--- src/rtl/cr_retry_ctrl.sv ---
module cr_retry_ctrl #(
  parameter int HW       = 3,
  parameter int TW       = 16,
  parameter int MAX_SAME = 5,
  parameter int MAX_TOT  = 10,
  parameter int FIXED_US = 100
) (
  input  logic          clk,
  input  logic          rst_n,
  input  logic          start,
  input  logic          nontransp,
  input  logic [HW-1:0] hop,
  input  logic [HW-1:0] rpt_cnt,
  input  logic [2:0]    lane_cnt,
  input  logic [1:0]    pat_sel,
  input  logic [TW-1:0] wait_us,
  input  logic          us_tick,
  output logic          msg_req,
  output logic [7:0]    msg_type,
  output logic [7:0]    msg_data,
  input  logic          msg_done,
  input  logic          msg_ack,
  output logic          reg_req,
  output logic [1:0]    reg_op,
  output logic [HW-1:0] reg_hop,
  output logic [7:0]    reg_wdata,
  input  logic          reg_done,
  input  logic          reg_err,
  input  logic [3:0]    rd_cr_ok,
  input  logic [15:0]   rd_adj,
  output logic          busy,
  output logic          done,
  output logic [2:0]    result
);
  localparam int SW = $clog2(MAX_SAME + 1);
  localparam int CW = $clog2(MAX_TOT + 1);
  localparam logic [SW-1:0] SAME_LIM = SW'(MAX_SAME);
  localparam logic [CW-1:0] TOT_LIM  = CW'(MAX_TOT);
  localparam logic [2:0] RES_OK = 3'd0, RES_ABORT = 3'd1;

  typedef enum logic [3:0] {S_IDLE, S_LINK, S_TRN, S_PAT, S_VS, S_LANE, S_WAIT, S_READ, S_FIN} st_t;
  st_t st;

  logic          c_nt;
  logic [HW-1:0] c_hop, c_rpt;
  logic [2:0]    c_lanes;
  logic [1:0]    c_pat;
  logic [TW-1:0] c_wait;
  logic [1:0]    sw, pe;
  logic [SW-1:0] same_cnt;
  logic [CW-1:0] tot_cnt;
  logic [TW-1:0] tcnt;
  logic [2:0]    res;

  logic [3:0]    mask;
  logic          all_ok, near_link, near_down, same, cont;
  logic [1:0]    fl, nsw, npe;
  logic [SW-1:0] same_nxt;
  logic [CW-1:0] tot_nxt;
  logic [TW-1:0] ivl;
  logic [7:0]    drv_byte, stage;
  st_t           iter_st;

  assign mask      = (c_lanes == 3'd4) ? 4'hF : (c_lanes == 3'd2) ? 4'h3 : 4'h1;
  assign all_ok    = ((rd_cr_ok | ~mask) == 4'hF);
  assign near_link = (c_hop == c_rpt);
  assign near_down = (({1'b0, c_hop} + (HW+1)'(1)) == {1'b0, c_rpt});
  assign same      = (rd_adj[1:0] == sw) && (rd_adj[3:2] == pe);
  assign same_nxt  = same ? same_cnt + SW'(1) : '0;
  assign tot_nxt   = tot_cnt + CW'(1);
  assign cont      = (same_nxt < SAME_LIM) && (tot_nxt < TOT_LIM);
  assign ivl       = c_nt ? TW'(FIXED_US) : c_wait;
  assign drv_byte  = {2'b00, pe == 2'd3, pe, sw == 2'd3, sw};
  assign stage     = (c_pat == 2'd3) ? 8'h07 : {6'd0, c_pat} + 8'd1;
  assign iter_st   = c_nt ? (near_down ? S_VS : S_LANE) : S_WAIT;

  always_comb begin
    nsw = '0;
    npe = '0;
    fl  = '0;
    for (int i = 0; i < 4; i++) begin
      if (mask[i]) begin
        if (rd_adj[4*i +: 2] > nsw) nsw = rd_adj[4*i +: 2];
        if (rd_adj[4*i+2 +: 2] > npe) npe = rd_adj[4*i+2 +: 2];
      end
    end
    if ({1'b0, nsw} + {1'b0, npe} > 3'd3) npe = 2'd3 - nsw;
    for (int i = 3; i >= 0; i--)
      if (mask[i] && !rd_cr_ok[i]) fl = 2'(i);
  end

  always_ff @(posedge clk or negedge rst_n) begin
    if (!rst_n) begin
      st <= S_IDLE;
      c_nt <= 1'b0; c_hop <= '0; c_rpt <= '0; c_lanes <= 3'd1; c_pat <= '0; c_wait <= '0;
      sw <= '0; pe <= '0; same_cnt <= '0; tot_cnt <= '0; tcnt <= '0; res <= RES_OK;
    end else begin
      tcnt <= (st == S_WAIT) ? tcnt + TW'(us_tick) : '0;
      case (st)
        S_IDLE: if (start) begin
          c_nt <= nontransp; c_hop <= hop; c_rpt <= rpt_cnt; c_lanes <= lane_cnt;
          c_pat <= pat_sel; c_wait <= wait_us;
          sw <= '0; pe <= '0; same_cnt <= '0; tot_cnt <= '0;
          st <= nontransp ? ((hop == rpt_cnt) ? S_LINK : S_TRN) : S_PAT;
        end
        S_LINK: if (msg_done) begin
          res <= msg_ack ? RES_OK : RES_ABORT;
          st  <= S_FIN;
        end
        S_TRN: if (msg_done) begin
          if (msg_ack) st <= S_PAT;
          else begin res <= RES_ABORT; st <= S_FIN; end
        end
        S_PAT: if (reg_done) begin
          if (reg_err) begin res <= RES_ABORT; st <= S_FIN; end
          else st <= iter_st;
        end
        S_VS: if (msg_done) begin
          if (msg_ack) st <= S_LANE;
          else begin res <= RES_ABORT; st <= S_FIN; end
        end
        S_LANE: if (reg_done) begin
          if (reg_err) begin res <= RES_ABORT; st <= S_FIN; end
          else st <= S_WAIT;
        end
        S_WAIT: if (us_tick && (tcnt == ivl - TW'(1))) st <= S_READ;
        S_READ: if (reg_done) begin
          if (reg_err) begin
            res <= RES_ABORT; st <= S_FIN;
          end else if (all_ok) begin
            res <= RES_OK; st <= S_FIN;
          end else if (sw == 2'd3 || !cont) begin
            res <= {1'b1, fl}; st <= S_FIN;
          end else begin
            same_cnt <= same_nxt;
            tot_cnt  <= tot_nxt;
            sw <= nsw;
            pe <= npe;
            st <= iter_st;
          end
        end
        S_FIN:   st <= S_IDLE;
        default: st <= S_IDLE;
      endcase
    end
  end

  assign msg_req   = (st == S_LINK) || (st == S_TRN) || (st == S_VS);
  assign msg_type  = (st == S_LINK) ? 8'h01 : (st == S_TRN) ? 8'h18 : (st == S_VS) ? 8'h19 : 8'h00;
  assign msg_data  = (st == S_LINK) ? 8'h01 : (st == S_TRN) ? stage : (st == S_VS) ? drv_byte : 8'h00;
  assign reg_req   = (st == S_PAT) || (st == S_LANE) || (st == S_READ);
  assign reg_op    = (st == S_READ) ? 2'd2 : (st == S_LANE) ? 2'd1 : 2'd0;
  assign reg_hop   = c_hop;
  assign reg_wdata = (st == S_PAT) ? {6'd0, c_pat} + 8'd1 : (st == S_LANE) ? drv_byte : 8'h00;
  assign busy      = (st != S_IDLE) && (st != S_FIN);
  assign done      = (st == S_FIN);
  assign result    = res;
endmodule


--- config.mk ---
export PLATFORM = sky130hd
export DESIGN_NAME = cr_retry_ctrl
export DESIGN_NICKNAME = d
export VERILOG_FILES = /design/src/rtl/cr_retry_ctrl.sv
export SDC_FILE = /design/constraint.sdc
export NUM_CORES = 1
export LEC_CHECK = 0
export BUFFER_PORTS_ARGS = -buffer_cell sky130_fd_sc_hd__clkbuf_2
export CAP_MARGIN = 25
export CORE_MARGIN = 1.5
export CORE_UTILIZATION = 56
export CTS_CLUSTER_SIZE = 8
export DETAILED_ROUTE_END_ITERATION = 10
export GPL_TIMING_DRIVEN = 0
export PLACE_DENSITY = 0.87
export SLEW_MARGIN = 25
export SYNTH_ARGS = -nofsm -noshare
export SYNTH_HDL_FRONTEND = slang
export SYNTH_SLANG_ARGS = --single-unit
--- constraint.sdc ---
create_clock -name clk -period 4 [get_ports clk]
set_input_delay 0.6 -clock clk [delete_from_list [all_inputs] [get_ports clk]]
set_output_delay 0.6 -clock clk [all_outputs]
set_load 0.01 [all_outputs]
==> run summary, run 1 <==
Status -> finished, final reports clean
Synth Flop Type -> dfrtp_1
Int Power -> 1.97 mW
Placeable Area -> 8180 µm²
CTS tree -> yes
CP cell instances -> xor2_1, nand2b_1, buf_2, nor2_1, a21oi_1, ha_1, o221ai_1, mux2_2, ha_1, inv_1, o221ai_1, mux2_2, o22ai_1, o21ai_0
Clock share of power -> 0.170
First-pass GRT wire length -> 20000 µm
Period utilization -> 0.837
Post-synth EDFFs -> 0
Post-cts sizing count -> 0
NetSw -> 1.48 mW
Site Rows -> 33
Hold WS -> 0.127 ns
Leakage -> 2.56 nW
Mapped Area -> 4680 µm²
Worst Hold Class -> in -> async
Yosys reg bits -> 62
Slowest Stage Delay on Critical Path -> 0.40 ns
Worst skew pair latency -> 0.34 ns
Sequential cell area -> 1550 µm²
Largest net degree at the start of global routing -> 52
CTS Hold Bufs -> 0
Gr ovfl total -> 0
Postcts setup bufs -> 0
Antenna-violating nets left -> 0
Slew of the pin with the lowest slew margin -> 0.762 ns
Vias -> 4401
Final-layout fill cell count -> 676
Via/cell ratio -> 5.90
MaxCap Viol Count -> 0
Boundary Pins -> 92
Seq/Total Area, Yosys -> 0.332
Required @ worst endpoint -> 4.23 ns
Initial antenna violation count -> 0
H-tree Lvls -> 3
Synth-to-layout area growth -> 17.4%
Final Critical Period -> 3.35 ns
YS warnings -> 0
Sequential share of power -> 0.297
CTS sink count -> 62
Unrepaired setup endpoints after global routing -> false
Final Wtd Congestion -> 0.905
Layout cell share with drive strength beyond 1 -> 0.257
Critical path class -> reg -> reg
Setup_tns -> 0 ns
Commonest non-fill, non-tap cells in the layout -> clkbuf_2, dfrtp_1, nor2_1
Die H -> 94.4 µm
Pwr dens -> 628 nW/µm²
Instance count of the mapped netlist -> 534
Reg clk slew, reported paths -> 0.07 ns
Area of the multi-input gates -> 2830 µm²
Cell Area, Placed -> 5280 µm²
Switching share of power -> 0.429
Final nets -> 721
Post-DP HPWL -> 8690 µm
Peak VDD IR -> 0.000329 V
Final Power -> 3.45 mW
Vias in the first global route -> 4379
Crit start category -> flop
DRC viols -> 0
Port Buffers -> 82
Antenna diode count -> 0
Final WL -> 11800 µm
Max Clock Skew -> 0.00720 ns
Part of the power in combinational logic -> 0.533
TritonCTS buffer count -> 9
Final hold viol count -> 0
DR iter-0 viols -> 264
Relative slew slack -> 0.492
Mean Syn Cell Area -> 8.77 µm²
Async SR Flop Fraction -> 1.00
Drt wl/cell -> 15.8 µm
GRT Total Usage -> 0.284
Crit path DAT -> 3.58 ns
Critical-path top delay cell -> dfrtp_1
Die Footprint -> 8920 µm²
Final Max Tran Viols -> 0
Post-synth cell types -> 65
# setup viols final -> 0
CTS root buffer -> clkbuf_8
Starting Density -> 0.573
Fmax -> 0.299 GHz
Critical Path Fanout Max -> 10
Setup crit end kind -> flop
Pre-antenna DRT Iters -> 4
Most common cell after layout, fill and taps aside -> clkbuf_2
Die W -> 94.4 µm
Cell area after layout -> 5500 µm²
Max clock buf depth -> 2
==> flip-flops by register name, summed over array words and instances (netlist names) <==
signal	count
c_lanes	3
c_nt	1
c_pat	2
c_rpt	3
c_wait	16
pe	2
reg_hop	3
result	3
same_cnt	3
st	4
sw	2
tcnt	16
tot_cnt	4
==> final timing paths <==
path                             start          to  slack [ns]  cells after the start
max                         c_lanes[1]       pe[0]        0.65                     14
min                              rst_n   c_wait[6]        0.13                      1
min reg2reg                   c_rpt[1]    c_rpt[1]        0.54                      1
max in group asynchronous        rst_n  c_lanes[0]        3.33                      2
min in group clk           wait_us[15]  c_wait[15]        0.49                      2
max reg2reg                 c_lanes[1]       pe[0]        0.65                     14
==> critical path, delay by kind of cell, from the launching register on <==
| family | cells | cell delay [ns] |
|---|---|---|
| compound gates | 5 | 0.90 |
| mux | 2 | 0.75 |
| fa+ha+maj | 2 | 0.58 |
| xor+xnor | 1 | 0.17 |
| flops | 1 | 0.40 |
| buf+inv | 2 | 0.25 |
| simple gates | 2 | 0.17 |
==> per-layer routing <==
metal	track usage	part of all wire
met5	0.0238	0
met4	0.133	0.032
met3	0.0588	0.065
met2	0.496	0.52
met1	0.329	0.38
==> cell families after synthesis <==
| kind of cell | synth area share |
|---|---|
| fa+ha+maj | 0.0775 |
| simple gates | 0.213 |
| mux | 0.0927 |
| flops | 0.332 |
| xor+xnor | 0.0861 |
| other cells | 0.000801 |
| compound gates | 0.127 |
| buf+inv | 0.0708 |
==> synthesized netlist by cell type (all sizes together), types with 2 or more instances <==
cell    number  area (µm²)
a211oi       2        15.0
a21oi       18        90.1
a221oi       2        17.5
a31oi        5        31.3
a41oi        2        25.0
and2         4        25.0
and3         9        61.3
and4         2        17.5
buf         23         151
clkbuf       9        33.8
dfrtp       61        1530
ha          29         363
inv         38         143
mux2        35         394
mux2i        4        40.0
nand2       43         161
nand2b       8        50.1
nand3       15        75.1
nand3b       4        30.0
nand4        8        50.1
nor2        59         224
nor2b        6        37.5
nor3        18         100
nor3b        3        22.5
nor4         4        55.1
nor4bb       2        20.0
o211ai       3        22.5
o21ai       30         150
o221ai       4        35.0
o22a         2        17.5
o22ai        5        31.3
o31ai        7        52.6
or3          3        18.8
xnor2       31         272
xor2        15         131
==> per-stage QoR <==
| step | cells | worst slack, ns | util |
|---|---|---|---|
| 2_1_floorplan | 542 | 0.740 | - |
| 3_3_place_gp | 729 | 0.474 | 0.643 |
| 3_5_place_dp | 730 | 0.325 | 0.646 |
| 4_1_cts | 746 | 0.668 | 0.672 |
| 5_1_grt | 746 | 0.451 | 0.672 |
| 6_report | 746 | 0.653 | 0.672 |
==> final cells by class <==
cell class                 count  share of cell area
sequential                    62               0.283
inverter                      39              0.0266
clock inverter                 3             0.00774
multi-input combinational    409               0.515
clock buffer                  13              0.0307
tap                          105              0.0239
timing repair buffer          83              0.0801
buffer                        32              0.0337
==> power by group through the flow <==
stage / logic [mW] / registers [mW] / clock network [mW]
final: 1.84 / 1.03 / 0.586
after global routing: 2.04 / 1.05 / 0.622
after CTS: 1.82 / 1.02 / 0.593
after detailed placement: 1.79 / 1.03 / 0
after global placement: 1.71 / 1.01 / 0
after floorplan: 1.37 / 0.980 / 0
No activity file was read; power rests on OpenSTA's default activity.
==> run 2: changes to the inputs <==
--- a/config.mk
+++ b/config.mk
@@ -8,11 +8,11 @@
 export BUFFER_PORTS_ARGS = -buffer_cell sky130_fd_sc_hd__clkbuf_2
 export CAP_MARGIN = 25
 export CORE_MARGIN = 1.5
-export CORE_UTILIZATION = 56
+export CORE_UTILIZATION = 51
 export CTS_CLUSTER_SIZE = 8
 export DETAILED_ROUTE_END_ITERATION = 10
 export GPL_TIMING_DRIVEN = 0
-export PLACE_DENSITY = 0.87
+export PLACE_DENSITY = 0.84
 export SLEW_MARGIN = 25
 export SYNTH_ARGS = -nofsm -noshare
 export SYNTH_HDL_FRONTEND = slang
==> constraint.sdc (replaced) <==
create_clock -name clk -period 3 [get_ports clk]
set_input_delay 0.45 -clock clk [delete_from_list [all_inputs] [get_ports clk]]
set_output_delay 0.45 -clock clk [all_outputs]
set_load 0.01 [all_outputs]
==> run summary, run 2 (synthesized netlist as in run 1, its figures left out) <==
Reg clk slew, reported paths -> 0.07 ns (about the same)
Slowest Stage Delay on Critical Path -> 0.42 ns (was 0.40 ns)
Max clock buf depth -> 2 (unchanged)
Relative slew slack -> 0.549 (was 0.492)
Final WL -> 12400 µm (was 11800 µm)
TritonCTS buffer count -> 9 (unchanged)
Vias in the first global route -> 4435 (was 4379)
Layout cell share with drive strength beyond 1 -> 0.313 (was 0.257)
Critical path class -> reg -> reg (unchanged)
Fmax -> 0.324 GHz (was 0.299 GHz)
MaxCap Viol Count -> 0 (unchanged)
Gr ovfl total -> 0 (unchanged)
Pre-antenna DRT Iters -> 8 (was 4)
Final Power -> 5.12 mW (was 3.45 mW)
Setup crit end kind -> flop (unchanged)
Worst skew pair latency -> 0.34 ns (about the same)
Drt wl/cell -> 16.4 µm (was 15.8 µm)
Pwr dens -> 883 nW/µm² (was 628 nW/µm²)
CP cell instances -> xor2_2, nand2b_4, buf_6, o21ai_2, o31ai_2, ha_1, inv_2, o221ai_2, mux2_4, ha_4, inv_2, o221ai_2, mux2i_2, buf_4, o31ai_4 (was xor2_1, nand2b_1, buf_2, nor2_1, a21oi_1, ha_1, o221ai_1, mux2_2, ha_1, inv_1, o221ai_1, mux2_2, o22ai_1, o21ai_0)
Initial antenna violation count -> 0 (unchanged)
Final Critical Period -> 3.09 ns (was 3.35 ns)
Unrepaired setup endpoints after global routing -> true (was false)
H-tree Lvls -> 3 (unchanged)
Worst Hold Class -> in -> async (unchanged)
Die W -> 98.8 µm (was 94.4 µm)
Final worst setup slack -> -0.0897 ns (was 0.653 ns)
CTS sink count -> 62 (unchanged)
DRC viols -> 2 (was 0)
Largest net degree at the start of global routing -> 51 (was 52)
Site Rows -> 34 (was 33)
Fin util -> 0.658 (was 0.672)
Synth-to-layout area growth -> 23.8% (was 17.4%)
Most common cell after layout, fill and taps aside -> clkbuf_2 (unchanged)
DR iter-0 viols -> 309 (was 264)
Layout Cells excl Fill -> 759 (was 746)
Hold WS -> -0.0125 ns (was 0.127 ns)
Crit start category -> flop (unchanged)
First-pass GRT wire length -> 20500 µm (was 20000 µm)
Failing checks -> DRC, hold timing, setup timing
Final nets -> 731 (was 721)
Final hold viol count -> 12 (was 0)
Max Clock Skew -> 0.00875 ns (was 0.00720 ns)
Setup_tns -> -0.152 ns (was 0 ns)
Boundary Pins -> 92 (unchanged)
Period utilization -> 1.03 (was 0.837)
Critical Path Fanout Max -> 4 (was 10)
Crit path DAT -> 3.31 ns (was 3.58 ns)
Peak VDD IR -> 0.000501 V (was 0.000329 V)
Antenna-violating nets left -> 0 (unchanged)
Cells after DPL -> 733 (was 730)
Starting Density -> 0.532 (was 0.573)
Required @ worst endpoint -> 3.22 ns (was 4.23 ns)
Die H -> 98.8 µm (was 94.4 µm)
GRT Total Usage -> 0.261 (was 0.284)
Commonest non-fill, non-tap cells in the layout -> clkbuf_2, dfrtp_1, nor2_1 (unchanged)
Antenna diode count -> 0 (unchanged)
Vias -> 4469 (was 4401)
Slew of the pin with the lowest slew margin -> 0.677 ns (was 0.762 ns)
R2R depth -> 15 (was 14)
Final Max Tran Viols -> 0 (unchanged)
Critical-path top delay cell -> dfrtp_1 (unchanged)
Status -> complete, but fails checks (was finished, final reports clean)
Leakage -> 2.66 nW (was 2.56 nW)
Post-DP HPWL -> 8950 µm (was 8690 µm)
Die Footprint -> 9760 µm² (was 8920 µm²)
Port Buffers -> 82 (unchanged)
CTS tree -> yes (unchanged)
Placeable Area -> 8810 µm² (was 8180 µm²)
# setup viols final -> 2 (was 0)
Final Wtd Congestion -> 0.905 (unchanged)
CTS root buffer -> clkbuf_8 (unchanged)
Via/cell ratio -> 5.89 (was 5.90)
Top flop regs -> c_wait: 16 flops, tcnt: 16 flops (unchanged)
-- run 2: worst paths after layout --
kind	start	to	slack [ns]
setup / recovery	c_lanes[1]	sw[0]	-0.09
hold / removal	rst_n	tcnt[10]	-0.01
setup reg to reg	c_lanes[1]	sw[0]	-0.09
hold reg to reg	same_cnt[1]	same_cnt[1]	0.50
max in group asynchronous	rst_n	c_lanes[0]	2.46
min in group clk	pat_sel[1]	c_pat[1]	0.33
-- run 2: layout make-up --
type | instances | area [µm²]
fill | 704 | 3010
clock inverter | 3 | 65.1
buffer | 32 | 191
tap | 108 | 135
timing repair buffer | 93 | 522
sequential | 62 | 1550
clock buffer | 13 | 169
inverter | 39 | 150
multi-input combinational | 409 | 3010
-- run 2: power breakdown --
part	switching (mW)	internal, mW	total (mW)	leakage [nW]
combinational	1.54	1.33	2.87	1.74
sequential	0.299	1.07	1.37	0.796
clock	0.341	0.536	0.877	0.120
-- run 2: per-stage QoR --
step                      instance area, µm²  setup slack, ns
after floorplan                         4750          0.00653
after global placement                  5300           -0.304
after detailed placement                5330           -0.426
after CTS                               5740          -0.0161
after global routing                    5800           -0.190
final                                   5800          -0.0897
-- run 2: critical path, delay by kind of cell, from the launching register on --
family / cells / cell delay [ns]
adders and majority gates: 2 / 0.57
buffers and inverters: 4 / 0.39
muxes: 2 / 0.64
xor gates and xnor gates: 1 / 0.21
DFF: 1 / 0.42
and+or+nand+nor: 1 / 0.09
AOI/OAI and AO/OA: 5 / 0.63
-- run 2: metal layers --
layer | vias up | GRT usage | routed length [µm]
met1 | 2165 | 0.308 | 4950
met4 | 0 | 0.116 | 405
li1 | 2071 | - | -
met2 | 193 | 0.462 | 6300
met3 | 40 | 0.0454 | 771
met5 | - | 0 | 0
-- run 2: timing repair --
action	CTS	global route
hold buffers	0	0
cloned	1	0
endpoints found under the setup margin	2	3
setup buffers	6	3
resized for setup	25	9
pin swaps	10	4
==> run 3: changes to the inputs <==
--- a/config.mk
+++ b/config.mk
@@ -11,7 +11,6 @@
 export CORE_UTILIZATION = 51
 export CTS_CLUSTER_SIZE = 8
 export DETAILED_ROUTE_END_ITERATION = 10
-export GPL_TIMING_DRIVEN = 0
 export PLACE_DENSITY = 0.84
 export SLEW_MARGIN = 25
 export SYNTH_ARGS = -nofsm -noshare
==> run summary, run 3 (synthesized netlist as in run 1, its figures left out) <==
Fmax -> 0.326 GHz (was 0.324 GHz)
Crit start category -> input port (was flop)
Max clock buf depth -> 2 (unchanged)
Vias in the first global route -> 4360 (was 4435)
Layout cell share with drive strength beyond 1 -> 0.316 (was 0.313)
H-tree Lvls -> 3 (unchanged)
Initial antenna violation count -> 0 (unchanged)
Die Footprint -> 9760 µm² (unchanged)
Slew of the pin with the lowest slew margin -> 0.652 ns (was 0.677 ns)
Pre-antenna DRT Iters -> 10 (was 8)
Via/cell ratio -> 5.79 (was 5.89)
Final WL -> 12500 µm (was 12400 µm)
Layout Cells excl Fill -> 745 (was 759)
Required @ worst endpoint -> 3.22 ns (about the same)
Antenna-violating nets left -> 0 (unchanged)
DR iter-0 viols -> 221 (was 309)
Placeable Area -> 8810 µm² (unchanged)
Critical Path Fanout Max -> 2 (was 4)
CTS root buffer -> clkbuf_8 (unchanged)
CTS tree -> yes (unchanged)
Worst skew pair latency -> 0.34 ns (about the same)
TritonCTS buffer count -> 9 (unchanged)
Max Clock Skew -> 0.00905 ns (was 0.00875 ns)
First-pass GRT wire length -> 20300 µm (was 20500 µm)
Starting Density -> 0.532 (unchanged)
Site Rows -> 34 (unchanged)
Cells after DPL -> 723 (was 733)
Post-DP HPWL -> 8710 µm (was 8950 µm)
Failing checks -> DRC, setup timing (was DRC, hold timing, setup timing)
Antenna diode count -> 0 (unchanged)
Synth-to-layout area growth -> 23.4% (was 23.8%)
Final Critical Period -> 3.07 ns (was 3.09 ns)
Most common cell after layout, fill and taps aside -> clkbuf_2 (unchanged)
Final Wtd Congestion -> 0.928 (was 0.905)
R2R depth -> 14 (was 15)
Final worst setup slack -> -0.0657 ns (was -0.0897 ns)
Die H -> 98.8 µm (unchanged)
Die W -> 98.8 µm (unchanged)
# setup viols final -> 2 (unchanged)
Hold WS -> 0.120 ns (was -0.0125 ns)
Reg clk slew, reported paths -> 0.07 ns (about the same)
DRC viols -> 2 (unchanged)
Setup crit end kind -> flop (unchanged)
MaxCap Viol Count -> 0 (unchanged)
GRT Total Usage -> 0.262 (was 0.261)
Critical path class -> in -> reg (was reg -> reg)
Top flop regs -> c_wait: 16 flops, tcnt: 16 flops (unchanged)
Final-layout fill cell count -> 691 (was 704)
Fin util -> 0.656 (was 0.658)
Pwr dens -> 887 nW/µm² (was 883 nW/µm²)
Gr ovfl total -> 0 (unchanged)
Final hold viol count -> 0 (was 12)
Port Buffers -> 82 (unchanged)
Period utilization -> 1.02 (was 1.03)
Drt wl/cell -> 16.7 µm (was 16.4 µm)
Final nets -> 717 (was 731)
Boundary Pins -> 92 (unchanged)
Vias -> 4311 (was 4469)
Leakage -> 2.62 nW (was 2.66 nW)
Commonest non-fill, non-tap cells in the layout -> clkbuf_2, dfrtp_1, nor2_1 (unchanged)
Final Max Tran Viols -> 0 (unchanged)
Worst Hold Class -> in -> async (unchanged)
Crit path DAT -> 3.28 ns (was 3.31 ns)
Status -> complete, but fails checks (unchanged)
CTS sink count -> 62 (unchanged)
Largest net degree at the start of global routing -> 63 (was 51)
Relative slew slack -> 0.565 (was 0.549)
Peak VDD IR -> 0.000515 V (was 0.000501 V)
Unrepaired setup endpoints after global routing -> true (unchanged)
Final Power -> 5.13 mW (was 5.12 mW)
[run 3: cell types whose count changed in the layout (fill, tap and decap cells not counted), moves of 3 or more]
cell | before | now
clkbuf_1 | 10 | 2
buf_2 | 9 | 0
buf_4 | 21 | 27
nor2_1 | 55 | 52
[run 3: cell type report]
type / instances / area [µm²] / area share
Clock buffer: 13 / 159 / 0.0275
Clock inverter: 3 / 90.1 / 0.0156
Inverter: 39 / 146 / 0.0253
Multi-Input combinational cell: 409 / 3050 / 0.528
Sequential cell: 62 / 1550 / 0.269
Tap cell: 108 / 135 / 0.0234
Timing Repair Buffer: 111 / 644 / 0.112
[run 3: final timing paths]
path	slack, ns	endpoint	from
setup reg to reg	-0.06	sw[0]	c_lanes[1]
hold / removal	0.12	c_wait[0]	rst_n
min in group clk	0.33	c_pat[1]	pat_sel[1]
setup / recovery	-0.07	sw[0]	rd_adj[1]
max in group asynchronous	2.57	c_lanes[0]	rst_n
hold reg to reg	0.49	same_cnt[1]	same_cnt[1]
[run 3: repair_timing]
action	in CTS	in global routing
setup endpoints to repair	2	2
resized for setup	24	13
buffers inserted	3	3
pin swaps	9	5
hold buffers	0	0
[run 3: layer usage]
layer	vias to the layer above	part of all wire	track usage
met5	-	0	0
met4	0	0.032	0.112
met3	42	0.056	0.0518
met2	168	0.51	0.461
met1	2067	0.41	0.311
li1	2034	-	-
[run 3: through the flow]
stage	TNS (ns)	setup WS (ns)	instance area (µm²)
floorplan	0	0.00653	4750
global placement	-0.319	-0.196	5300
detailed placement	-0.643	-0.384	5300
CTS	-0.0640	-0.0414	5690
global route	-0.346	-0.200	5780
finish	-0.129	-0.0657	5780
[run 3: power breakdown]
part	leakage, nW	switching (mW)	total [mW]	internal, mW
Combinational	1.70	1.41	2.72	1.31
Sequential	0.796	0.400	1.47	1.07
Clock	0.124	0.332	0.931	0.599
[run 3: critical path: stages]
cell	delay, ns
clkbuf_2	0.10
inv_1	0.11
ha_4	0.22
nor2_2	0.16
o22ai_4	0.10
o21ai_2	0.17
o31ai_4	0.10
ha_1	0.29
inv_2	0.04
o221ai_2	0.19
mux2_4	0.35
ha_4	0.27
inv_2	0.03
o221ai_2	0.19
mux2i_2	0.28
buf_4	0.16
o31ai_2	0.06
